## src/rtl/bss_pkg.sv

```systemverilog
package bss_pkg;
  localparam int VW = 12;
  typedef logic [VW-1:0] volt_t;

  typedef enum logic [2:0] {
    ST_IDLE   = 3'd0,
    ST_OFFS   = 3'd1,
    ST_GRID   = 3'd2,
    ST_PRECHG = 3'd3,
    ST_BYPASS = 3'd4,
    ST_VCTRL  = 3'd5,
    ST_FAULT  = 3'd6
  } seq_st_t;

  // true when two samples differ by strictly less than d
  function automatic logic step_small(volt_t a, volt_t b, volt_t d);
    volt_t diff;
    diff = (a >= b) ? (a - b) : (b - a);
    return diff < d;
  endfunction

  function automatic volt_t vmin(volt_t a, volt_t b);
    return (a < b) ? a : b;
  endfunction

  // one ramp increment, landing exactly on tgt
  function automatic volt_t ramp_next(volt_t r, volt_t step, volt_t tgt);
    if (r >= tgt) return tgt;
    if ((tgt - r) <= step) return tgt;
    return r + step;
  endfunction
endpackage

```

## src/rtl/bss_settle.sv

```systemverilog
module bss_settle
  import bss_pkg::*;
#(
  parameter int    SETTLE_N = 4,
  parameter volt_t DELTA    = volt_t'(3)
) (
  input  logic  clk,
  input  logic  rst_n,
  input  logic  clr,
  input  logic  smp_vld,
  input  volt_t smp,
  output logic  settled
);
  localparam int CW = $clog2(SETTLE_N + 1);

  volt_t         prev_q;
  logic          have_q;
  logic [CW-1:0] cnt_q;
  logic          step_ok;

  assign step_ok = have_q && step_small(smp, prev_q, DELTA);
  assign settled = (cnt_q == CW'(SETTLE_N));

  always_ff @(posedge clk) begin
    if (!rst_n || clr) begin
      prev_q <= '0;
      have_q <= 1'b0;
      cnt_q  <= '0;
    end else if (smp_vld) begin
      prev_q <= smp;
      have_q <= 1'b1;
      if (!step_ok)      cnt_q <= '0;
      else if (!settled) cnt_q <= cnt_q + CW'(1);
    end
  end


  settle_on_sample_chk: assert property (@(posedge clk) disable iff (!rst_n)
    $rose(settled) |-> $past(smp_vld));


  settle_clear_chk: assert property (@(posedge clk) disable iff (!rst_n)
    clr |=> !settled);
endmodule

```

## src/rtl/bss_ramp.sv

```systemverilog
module bss_ramp
  import bss_pkg::*;
#(
  parameter volt_t STEP   = volt_t'(16),
  parameter int    DIV    = 8,
  parameter volt_t TARGET = volt_t'(800)
) (
  input  logic  clk,
  input  logic  rst_n,
  input  logic  load,
  input  logic  run,
  input  volt_t start_v,
  output volt_t ref_v
);
  localparam int DW = (DIV > 1) ? $clog2(DIV) : 1;

  volt_t         ref_q;
  logic [DW-1:0] div_q;
  logic          tick;

  assign tick  = (div_q == DW'(DIV - 1));
  assign ref_v = ref_q;

  always_ff @(posedge clk) begin
    if (!rst_n) begin
      ref_q <= '0;
      div_q <= '0;
    end else if (load) begin
      ref_q <= vmin(start_v, TARGET);
      div_q <= '0;
    end else if (run) begin
      if (tick) begin
        div_q <= '0;
        ref_q <= ramp_next(ref_q, STEP, TARGET);
      end else begin
        div_q <= div_q + DW'(1);
      end
    end else begin
      ref_q <= '0;
      div_q <= '0;
    end
  end


  ramp_cap_chk: assert property (@(posedge clk) disable iff (!rst_n)
    ref_q <= TARGET);


  ramp_stride_chk: assert property (@(posedge clk) disable iff (!rst_n)
    (run && !load) |=> (ref_q >= $past(ref_q)) && ((ref_q - $past(ref_q)) <= STEP));
endmodule

```

## src/rtl/bss_fault.sv

```systemverilog
module bss_fault (
  input  logic clk,
  input  logic rst_n,
  input  logic set,
  input  logic clr,
  output logic fault_q
);
  always_ff @(posedge clk) begin
    if (!rst_n)   fault_q <= 1'b0;
    else if (set) fault_q <= 1'b1;
    else if (clr) fault_q <= 1'b0;
  end


  fault_hold_chk: assert property (@(posedge clk) disable iff (!rst_n)
    (fault_q && !clr) |=> fault_q);


  fault_set_chk: assert property (@(posedge clk) disable iff (!rst_n)
    set |=> fault_q);
endmodule

```

## src/rtl/bus_startup_seq.sv

```systemverilog
module bus_startup_seq
  import bss_pkg::*;
#(
  parameter int    SETTLE_N   = 4,
  parameter volt_t DELTA      = volt_t'(3),
  parameter volt_t RAMP_STEP  = volt_t'(16),
  parameter int    RAMP_DIV   = 8,
  parameter volt_t BUS_TARGET = volt_t'(800),
  parameter int    TMO        = 200
) (
  input  logic          clk,
  input  logic          rst_n,
  input  logic [VW-1:0] bus_v,
  input  logic          smp_vld,
  input  logic          offs_done,
  input  logic          offs_ok,
  input  logic          grid_lock,
  input  logic          grid_err,
  input  logic          desat,
  input  logic          sw_trip,
  input  logic          clr_cmd,
  output logic          relay_on,
  output logic [VW-1:0] bus_ref,
  output logic          reg_en,
  output logic          pwm_stop,
  output logic          fault,
  output logic [2:0]    seq_state
);
  localparam int TW = $clog2(TMO + 1);

  seq_st_t       st_q, st_d;
  logic [TW-1:0] tmr_q;
  logic          trip, in_wait, timed_out, seq_err, fault_set;
  logic          settled, settle_clr, ramp_load, ramp_run, fault_q;
  volt_t         ramp_ref;

  // named internal events
  assign trip       = desat | sw_trip;
  assign in_wait    = (st_q == ST_OFFS) || (st_q == ST_GRID) ||
                      (st_q == ST_PRECHG) || (st_q == ST_BYPASS);
  assign timed_out  = in_wait && (tmr_q == TW'(TMO - 1));

  always_comb begin
    seq_err = timed_out;
    case (st_q)
      ST_OFFS: if (offs_done && !offs_ok) seq_err = 1'b1;
      ST_GRID: if (grid_err)              seq_err = 1'b1;
      default: ;
    endcase
  end

  assign fault_set = trip | seq_err;

  always_comb begin
    st_d = st_q;
    if (fault_set) begin
      st_d = ST_FAULT;
    end else begin
      case (st_q)
        ST_IDLE:   st_d = ST_OFFS;
        ST_OFFS:   if (offs_done && offs_ok) st_d = ST_GRID;
        ST_GRID:   if (grid_lock) st_d = ST_PRECHG;
        ST_PRECHG: if (settled) st_d = ST_BYPASS;
        ST_BYPASS: if (settled) st_d = ST_VCTRL;
        ST_VCTRL:  st_d = ST_VCTRL;
        ST_FAULT:  if (clr_cmd) st_d = ST_IDLE;
        default:   st_d = ST_FAULT;
      endcase
    end
  end

  always_ff @(posedge clk) begin
    if (!rst_n) begin
      st_q  <= ST_IDLE;
      tmr_q <= '0;
    end else begin
      st_q  <= st_d;
      tmr_q <= (st_d != st_q || !in_wait) ? '0 : tmr_q + TW'(1);
    end
  end

  assign settle_clr = (st_d != st_q) || !((st_q == ST_PRECHG) || (st_q == ST_BYPASS));
  assign ramp_load  = (st_d == ST_VCTRL) && (st_q != ST_VCTRL);
  assign ramp_run   = (st_q == ST_VCTRL);

  bss_settle #(.SETTLE_N(SETTLE_N), .DELTA(DELTA)) u_settle (
    .clk(clk), .rst_n(rst_n), .clr(settle_clr),
    .smp_vld(smp_vld), .smp(bus_v), .settled(settled)
  );

  bss_ramp #(.STEP(RAMP_STEP), .DIV(RAMP_DIV), .TARGET(BUS_TARGET)) u_ramp (
    .clk(clk), .rst_n(rst_n), .load(ramp_load), .run(ramp_run),
    .start_v(bus_v), .ref_v(ramp_ref)
  );

  bss_fault u_fault (
    .clk(clk), .rst_n(rst_n), .set(fault_set), .clr(clr_cmd), .fault_q(fault_q)
  );

  assign relay_on  = (st_q == ST_BYPASS) || (st_q == ST_VCTRL);
  assign reg_en    = (st_q == ST_VCTRL);
  assign bus_ref   = reg_en ? ramp_ref : '0;
  assign pwm_stop  = trip | fault_q;
  assign fault     = fault_q;
  assign seq_state = st_q;


  prechg_entry_chk: assert property (@(posedge clk) disable iff (!rst_n)
    (st_q == ST_PRECHG && $past(st_q) != ST_PRECHG) |-> $past(st_q) == ST_GRID);


  relay_entry_chk: assert property (@(posedge clk) disable iff (!rst_n)
    $rose(relay_on) |-> $past(st_q) == ST_PRECHG);


  reg_entry_chk: assert property (@(posedge clk) disable iff (!rst_n)
    $rose(reg_en) |-> $past(st_q) == ST_BYPASS);


  trip_to_fault_chk: assert property (@(posedge clk) disable iff (!rst_n)
    trip |=> (st_q == ST_FAULT) && !relay_on && !reg_en);


  latch_state_chk: assert property (@(posedge clk) disable iff (!rst_n)
    fault_q == (st_q == ST_FAULT));


  timer_bound_chk: assert property (@(posedge clk) disable iff (!rst_n)
    tmr_q < TW'(TMO));
endmodule

```

## config.mk

```make
export PLATFORM = sky130hd
export DESIGN_NAME = bus_startup_seq
export DESIGN_NICKNAME = d
export VERILOG_FILES = /design/src/rtl/bss_pkg.sv /design/src/rtl/bss_settle.sv /design/src/rtl/bss_ramp.sv /design/src/rtl/bss_fault.sv /design/src/rtl/bus_startup_seq.sv
export SDC_FILE = /design/constraint.sdc
export NUM_CORES = 1
export LEC_CHECK = 0
export BUFFER_PORTS_ARGS = -buffer_cell sky130_fd_sc_hd__buf_2
export CAP_MARGIN = 5
export CORE_MARGIN = 3
export CORE_UTILIZATION = 36
export DETAILED_ROUTE_END_ITERATION = 12
export PLACE_DENSITY_LB_ADDON = 0.15
export SYNTH_ARGS = -nofsm -noshare
export SYNTH_HDL_FRONTEND = slang
export SYNTH_SLANG_ARGS = --single-unit
```

## constraint.sdc

```tcl
create_clock -name clk -period 3.7 [get_ports clk]
set_input_delay 0.37 -clock clk [delete_from_list [all_inputs] [get_ports clk]]
set_output_delay 0.37 -clock clk [all_outputs]
set_load 0.02 [all_outputs]
```

* After elaboration in Yosys (flattened, before gate mapping) *
Cells that the tools add are included.

word-level totals
  register bits = 43
  input bits = 22
  output and inout bits = 19

cells by class
  add/subtract/negate cells = 7
  order comparisons = 5
  equality and inequality tests = 14
  multiplexer cells = 35
  bitwise logic cells = 5
  reduce and logical (&&, ||, !) cells = 22

operators with widths
  cell                                                                               count
  12-bit two-way mux                                                                 10
  3-bit two-way mux                                                                  8
  12-bit subtractor                                                                  2
  3-bit one-hot mux with 7 select lines                                              1
  3-bit equality test, second input constant                                         6
  1-bit two-way mux                                                                  15
  12-bit by 5-bit adder with 12-bit output, second input constant                    1
  12-bit by 10-bit >= comparator with 1-bit output, second input constant            1
  12-bit >= comparator                                                               1
  12-bit by 5-bit less-or-equal comparator with 1-bit output, second input constant  1
  12-bit by 10-bit less-than comparator with 1-bit output, second input constant     1
  12-bit by 2-bit less-than comparator with 1-bit output, second input constant      1
  10-bit by 12-bit subtractor with 12-bit output, first input constant               1
  8-bit by 1-bit adder with 8-bit output, second input constant                      1
  8-bit equality test, second input constant                                         1
  1-bit logical OR                                                                   8
  3-bit by 1-bit adder with 3-bit output, second input constant                      2
  3-bit by 2-bit equality test with 1-bit output, second input constant              2
  1-bit logical AND                                                                  5
  1-bit logical NOT                                                                  4
  4-bit OR reduction                                                                 1
  3-bit by 1-bit equality test with 1-bit output, second input constant              1
  3-bit logical NOT                                                                  1
  3-bit by 1-bit inequality test with 1-bit output, second input constant            1
  9 further kinds                                                                    12

* Logic depth before layout (Yosys ltp) *
  word-level depth = 23
  gate-level depth with buffers = 13
  depth with buffers taken out = 13

* Modules after synthesis *
From an unflattened synthesis, not the netlist that was laid out.

second synthesis, totals
  cell total of the unflattened synthesis = 492
  area, all modules = 4098.9 sq um

modules (own cells, without submodules)
  module           times used  cells each  area an instance (sq um)  seq. area each (sq um)
  bss_settle       1           260         2053.2                    320.3
  bss_ramp         1           125         1054.8                    300.3
  bus_startup_seq  1           104         949.7                     220.2
  bss_fault        1           3           41.3                      20.0

* Least setup slack after synthesis *
OpenSTA, ideal clock, no wires.

  kind = input to register
  start point = input bus_v[0]
  end point = register u_settle.cnt_q[2]
  setup time = 0.082 ns
  data arrival time = 3.131 ns
  required time = 3.618 ns
  slack = 0.487 ns
  stages = 13
  cell sequence = inv_1 > ha_1 > inv_1 > fa_1 > nand3_1 > nand3_1 > and2_0 > a2111oi_4 > nor3_1 > or4_1 > a2111oi_2 > o211ai_1 > a211oi_2

between the ends
  word-level cells in the longest chain between the ends = 6
  elaborated cells on any way between the ends = 9
  classes of those cells = add/sub: 2; order compare: 2; eq/ne: 1; mux: 2; reduce/logical: 2

RTL lines
  what                                                        line                   source
  start: declaration                                          bus_startup_seq.sv:13  input logic [VW-1:0] bus_v,
  12-bit subtractor or 12-bit >= comparator (tied branches)   bss_pkg.sv:18          diff = (a >= b) ? (a - b) : (b - a);
  12-bit two-way mux (*)                                      bss_pkg.sv:18
  12-bit by 2-bit less-than comparator with 1-bit output (*)  bss_pkg.sv:19          return diff < d;
  1-bit logical AND (*)                                       bss_settle.sv:21       assign step_ok = have_q && step_small(smp, prev_q, DELTA);
  2-bit inequality test (no source line)                      -
  2-bit AND reduction (no source line)                        -
  end signal: assignment                                      bss_settle.sv:33       else if (!settled) cnt_q <= cnt_q + CW'(1);
  end: declaration                                            bss_settle.sv:18       logic [CW-1:0] cnt_q;

Every way passes the cells marked *; elsewhere a longest branch is shown, timed or not.
A chain may end at the register's enable or synchronous reset.

* Worst setup path after layout *
  start point = register u_settle.prev_q[0]
  end point = register u_settle.cnt_q[2]

between the ends
  word-level cells in the longest chain between the ends = 6
  elaborated cells on any way between the ends = 9
  classes of those cells = add/sub: 2; order compare: 2; eq/ne: 1; mux: 2; reduce/logical: 2

RTL lines
  what                                                        line              source
  start: declaration                                          bss_settle.sv:16  volt_t prev_q;
  start signal: assignment                                    bss_settle.sv:30  prev_q <= smp;
  12-bit subtractor or 12-bit >= comparator (tied branches)   bss_pkg.sv:18
  12-bit two-way mux (*)                                      bss_pkg.sv:18
  12-bit by 2-bit less-than comparator with 1-bit output (*)  bss_pkg.sv:19
  1-bit logical AND (*)                                       bss_settle.sv:21
  2-bit inequality test (no source line)                      -
  2-bit AND reduction (no source line)                        -

Marked as above.

==> impl_metrics.tcl <==
set metrics [dict create \
    status "finished, final reports clean" \
    nFillCells 929 \
    syn_area_sq_um 3370 \
    startpoint "u_settle.prev_q[0]" \
    slowest_stage "or4_1" \
    antenna_found_initial 0 \
    grt_overflow 0 \
    drt_wl_total_um 8520 \
    power_frac_seq_pct 48.2 \
    cts_buffers 5 \
    die-area_sq_um 10600 \
    first_pass_iters 4 \
    first_iter_violations 93 \
    met1_usage_pct 23.8 \
    cp_top_family "compound AO/OA/AOI/OAI gates" \
    die_y_um 103 \
    fin_crit_ps 3350 \
    grt_pass1_vias 2929 \
    tns_ps 0 \
    dp_hpwl_um 6840 \
    area_growth_pct 13.1 \
    clk_pin_slew_worst_paths_ps 80 \
    p_switching_w 0.000286 \
    finalSetupViolCount 0 \
    grt_max_degree 21 \
    numClockSinks 43 \
    worstPathArrival_ps 3560 \
    fmax_ghz 0.299 \
    synth_nets 466 \
    maxCapViolations 0 \
    yosysWarnings 0 \
    worstHoldStart "bus_v[11]" \
    root_buffer "clkbuf_8" \
    drc_errors 0 \
    rsz0062_at_grt "no" \
    synth-seq-cells 43 \
    hp-class "in -> reg" \
    synth_top_area_share_pct 25.5 \
    worst_slew_pin_slew_ps 632 \
    gp_congestion 0.938 \
    dpl-instance-area_sq_um 3710 \
    cts_tree "built" \
    wl_per_cell_um 15.2 \
    async_flop_share_pct 0 \
    cts_hold_buf 0 \
    io_pins 41 \
    grt_pass1_wl_um 14100 \
    rr_startpoint "u_settle.prev_q[0]" \
    vdd_drop_max_mv 0.130 \
    clkPwrFrac_pct 30.7 \
    finalNonFillerCells 561 \
    diodes 0 \
    finalHoldViolCount 0 \
    path_buf_inv 1 \
    via_per_inst 5.50 \
    synth_ff_type "dfxtp_1" \
    use_met3_pct 2.77 \
    grt.total_usage_pct 16.7 \
    finalMaxSlewViolations 0 \
    crit_path_max_incr_delay_ps 580 \
    crit_type "reg -> reg" \
    grt_busiest_layer "met2" \
    clockBufferDepth 2 \
    final_nets 507 \
    p_leak_nw 1.70 \
    ant_nets 0 \
    port_buffers 40 \
    maxSlewHeadroom_pct 57.8 \
    comb_power_share_pct 21.1 \
    post-cts-setup-buffers 0 \
    design_area_sq_um 3810 \
    synth_area_leader_cell "dfxtp_1" \
    die_w_um 103 \
    ys_types 65 \
    timing.critical_path.cells "ha_1 > inv_1 > fa_1 > nand3_1 > nand3_1 > and2_0 > a2111oi_4 > nor3_1 > or4_1 > a2111oi_4 > o211ai_1 > a211oi_2" \
    skew_ps 9.14 \
    grt_util_met2_pct 26.9 \
    cellPowerDensity_nw_per_um2 259 \
    netlist_instances 412 \
    placedCellCount 554 \
    worstSkewPairLatency_ps 290 \
    final_cell_mix "43 x dfxtp_1, 40 x buf_2, 36 x inv_1" \
    end_kind "flop" \
    coreArea_sq_um 8890 \
    drive_above_1_share_pct 16.8 \
    finalCritPeriodShare_pct 90.4 \
    syn_area_per_cell_sq_um 8.18 \
    seq_area_frac_synth_pct 25.5 \
    synth-edff-count 0 \
    rows 34 \
    switching_share_pct 29.0 \
    synth_area_leaders "dfxtp_1 26%, ha_1 11%, inv_1 4.0%" \
    crit_fanout 3 \
    final_common_cell "dfxtp_1" \
    vias 3088 \
    critPathLaunchType "flop" \
    htree_levels 2 \
    start_util_pct 37.9 \
    cp.required_ps 3920 \
    power.internal_w 0.000702 \
]
[worst paths after layout]
| check | cells past startpoint | slack, ps | endpoint |
|---|---|---|---|
| setup / recovery | 12 | 350 | u_settle.cnt_q[2] |
| setup reg to reg | 12 | 350 | u_settle.cnt_q[2] |
| hold / removal | 3 | 370 | u_settle.prev_q[11] |
| hold reg to reg | 1 | 420 | u_ramp.div_q[0] |
[flip-flops by register name, indices dropped and copies added (netlist names)]
register         count
u_ramp.ref_v        12
u_settle.prev_q     12
tmr_q                8
seq_state            3
u_ramp.div_q         3
u_settle.cnt_q       3
u_fault.fault_q      1
u_settle.have_q      1
[Yosys cell counts (all sizes together) (2+ instances only)]
cell     count
nor2b       14
a21o         7
o211ai       7
ha          30
nor4b        3
and3        20
nand2       26
a22oi        4
or3          4
fa           2
nand2b       5
a2111oi      5
a211oi       7
dfxtp       43
a211o        2
nand3b       2
xnor2        8
mux2         2
o21bai       3
nand4b       2
and2         5
clkbuf      11
o211a        3
mux2i       13
xor2         8
buf          7
o21a         5
nand3       16
nand4        8
nor3b        3
inv         36
nor4         3
o221a        3
and4         3
nor2        34
o31ai        5
a21oi       15
a31oi        8
o21ai       13
nor3         4
[layer usage]
layer | part of all wire, % | routed length (um) | vias to the layer above
li1 | - | - | 1570
met1 | 49 | 4170 | 1463
met2 | 46 | 3940 | 51
met3 | 4.3 | 366 | 4
met4 | 0.52 | 44 | 0
met5 | 0 | 0 | -
[cells by family after synthesis]
group / count (synthesis) / share of synthesized area, %
DFF: 43 / 25.5
xor gates and xnor gates: 16 / 4.16
AOI/OAI and AO/OA: 97 / 21.8
buffers and inverters: 54 / 6.54
and+or+nand+nor: 155 / 25.1
adders and majority gates: 32 / 12.3
muxes: 15 / 4.53
[stage by stage]
step / setup slack (ps) / power [W] / hold slack (ps) / util (%)
after CTS: 332 / 0.00100 / 361 / 42.7
after floorplan: 487 / 0.000630 / 396 / -
after detailed placement: 162 / 0.000692 / 413 / 41.7
after global placement: 234 / 0.000691 / 407 / 41.7
final: 354 / 0.000988 / 366 / 42.9
after global routing: 61.3 / 0.00105 / 397 / 42.9
[final cells by class]
cell class	instances	area [sq um]	share of cell area (%)
multi-input cells	315	2300	60.4
flip-flops and latches	43	861	22.6
repair buffers	52	290	7.62
inverters	36	135	3.55
well taps	108	135	3.55
clock buffers	6	82.6	2.17
clock inverters	1	5.00	0.131
[worst min-delay path: stages]
cell and delay, ps:
buf_2 110, mux2i_1 70, nor2_1 70
[power by group through the flow]
stage	Combinational, W	Sequential (W)	Clock [W]
after detailed placement	0.000205	0.000488	0
after global placement	0.000204	0.000487	0
final	0.000209	0.000476	0.000303
after global routing	0.000233	0.000478	0.000342
after floorplan	0.000145	0.000486	0
after CTS	0.000206	0.000477	0.000318
[timing repair]
item / in CTS / in global routing
endpoints found under the setup margin: 0 / 3
gates resized for setup: 0 / 1
hold endpoints to repair: 0 / 0
(Power assumes the default switching activity.)
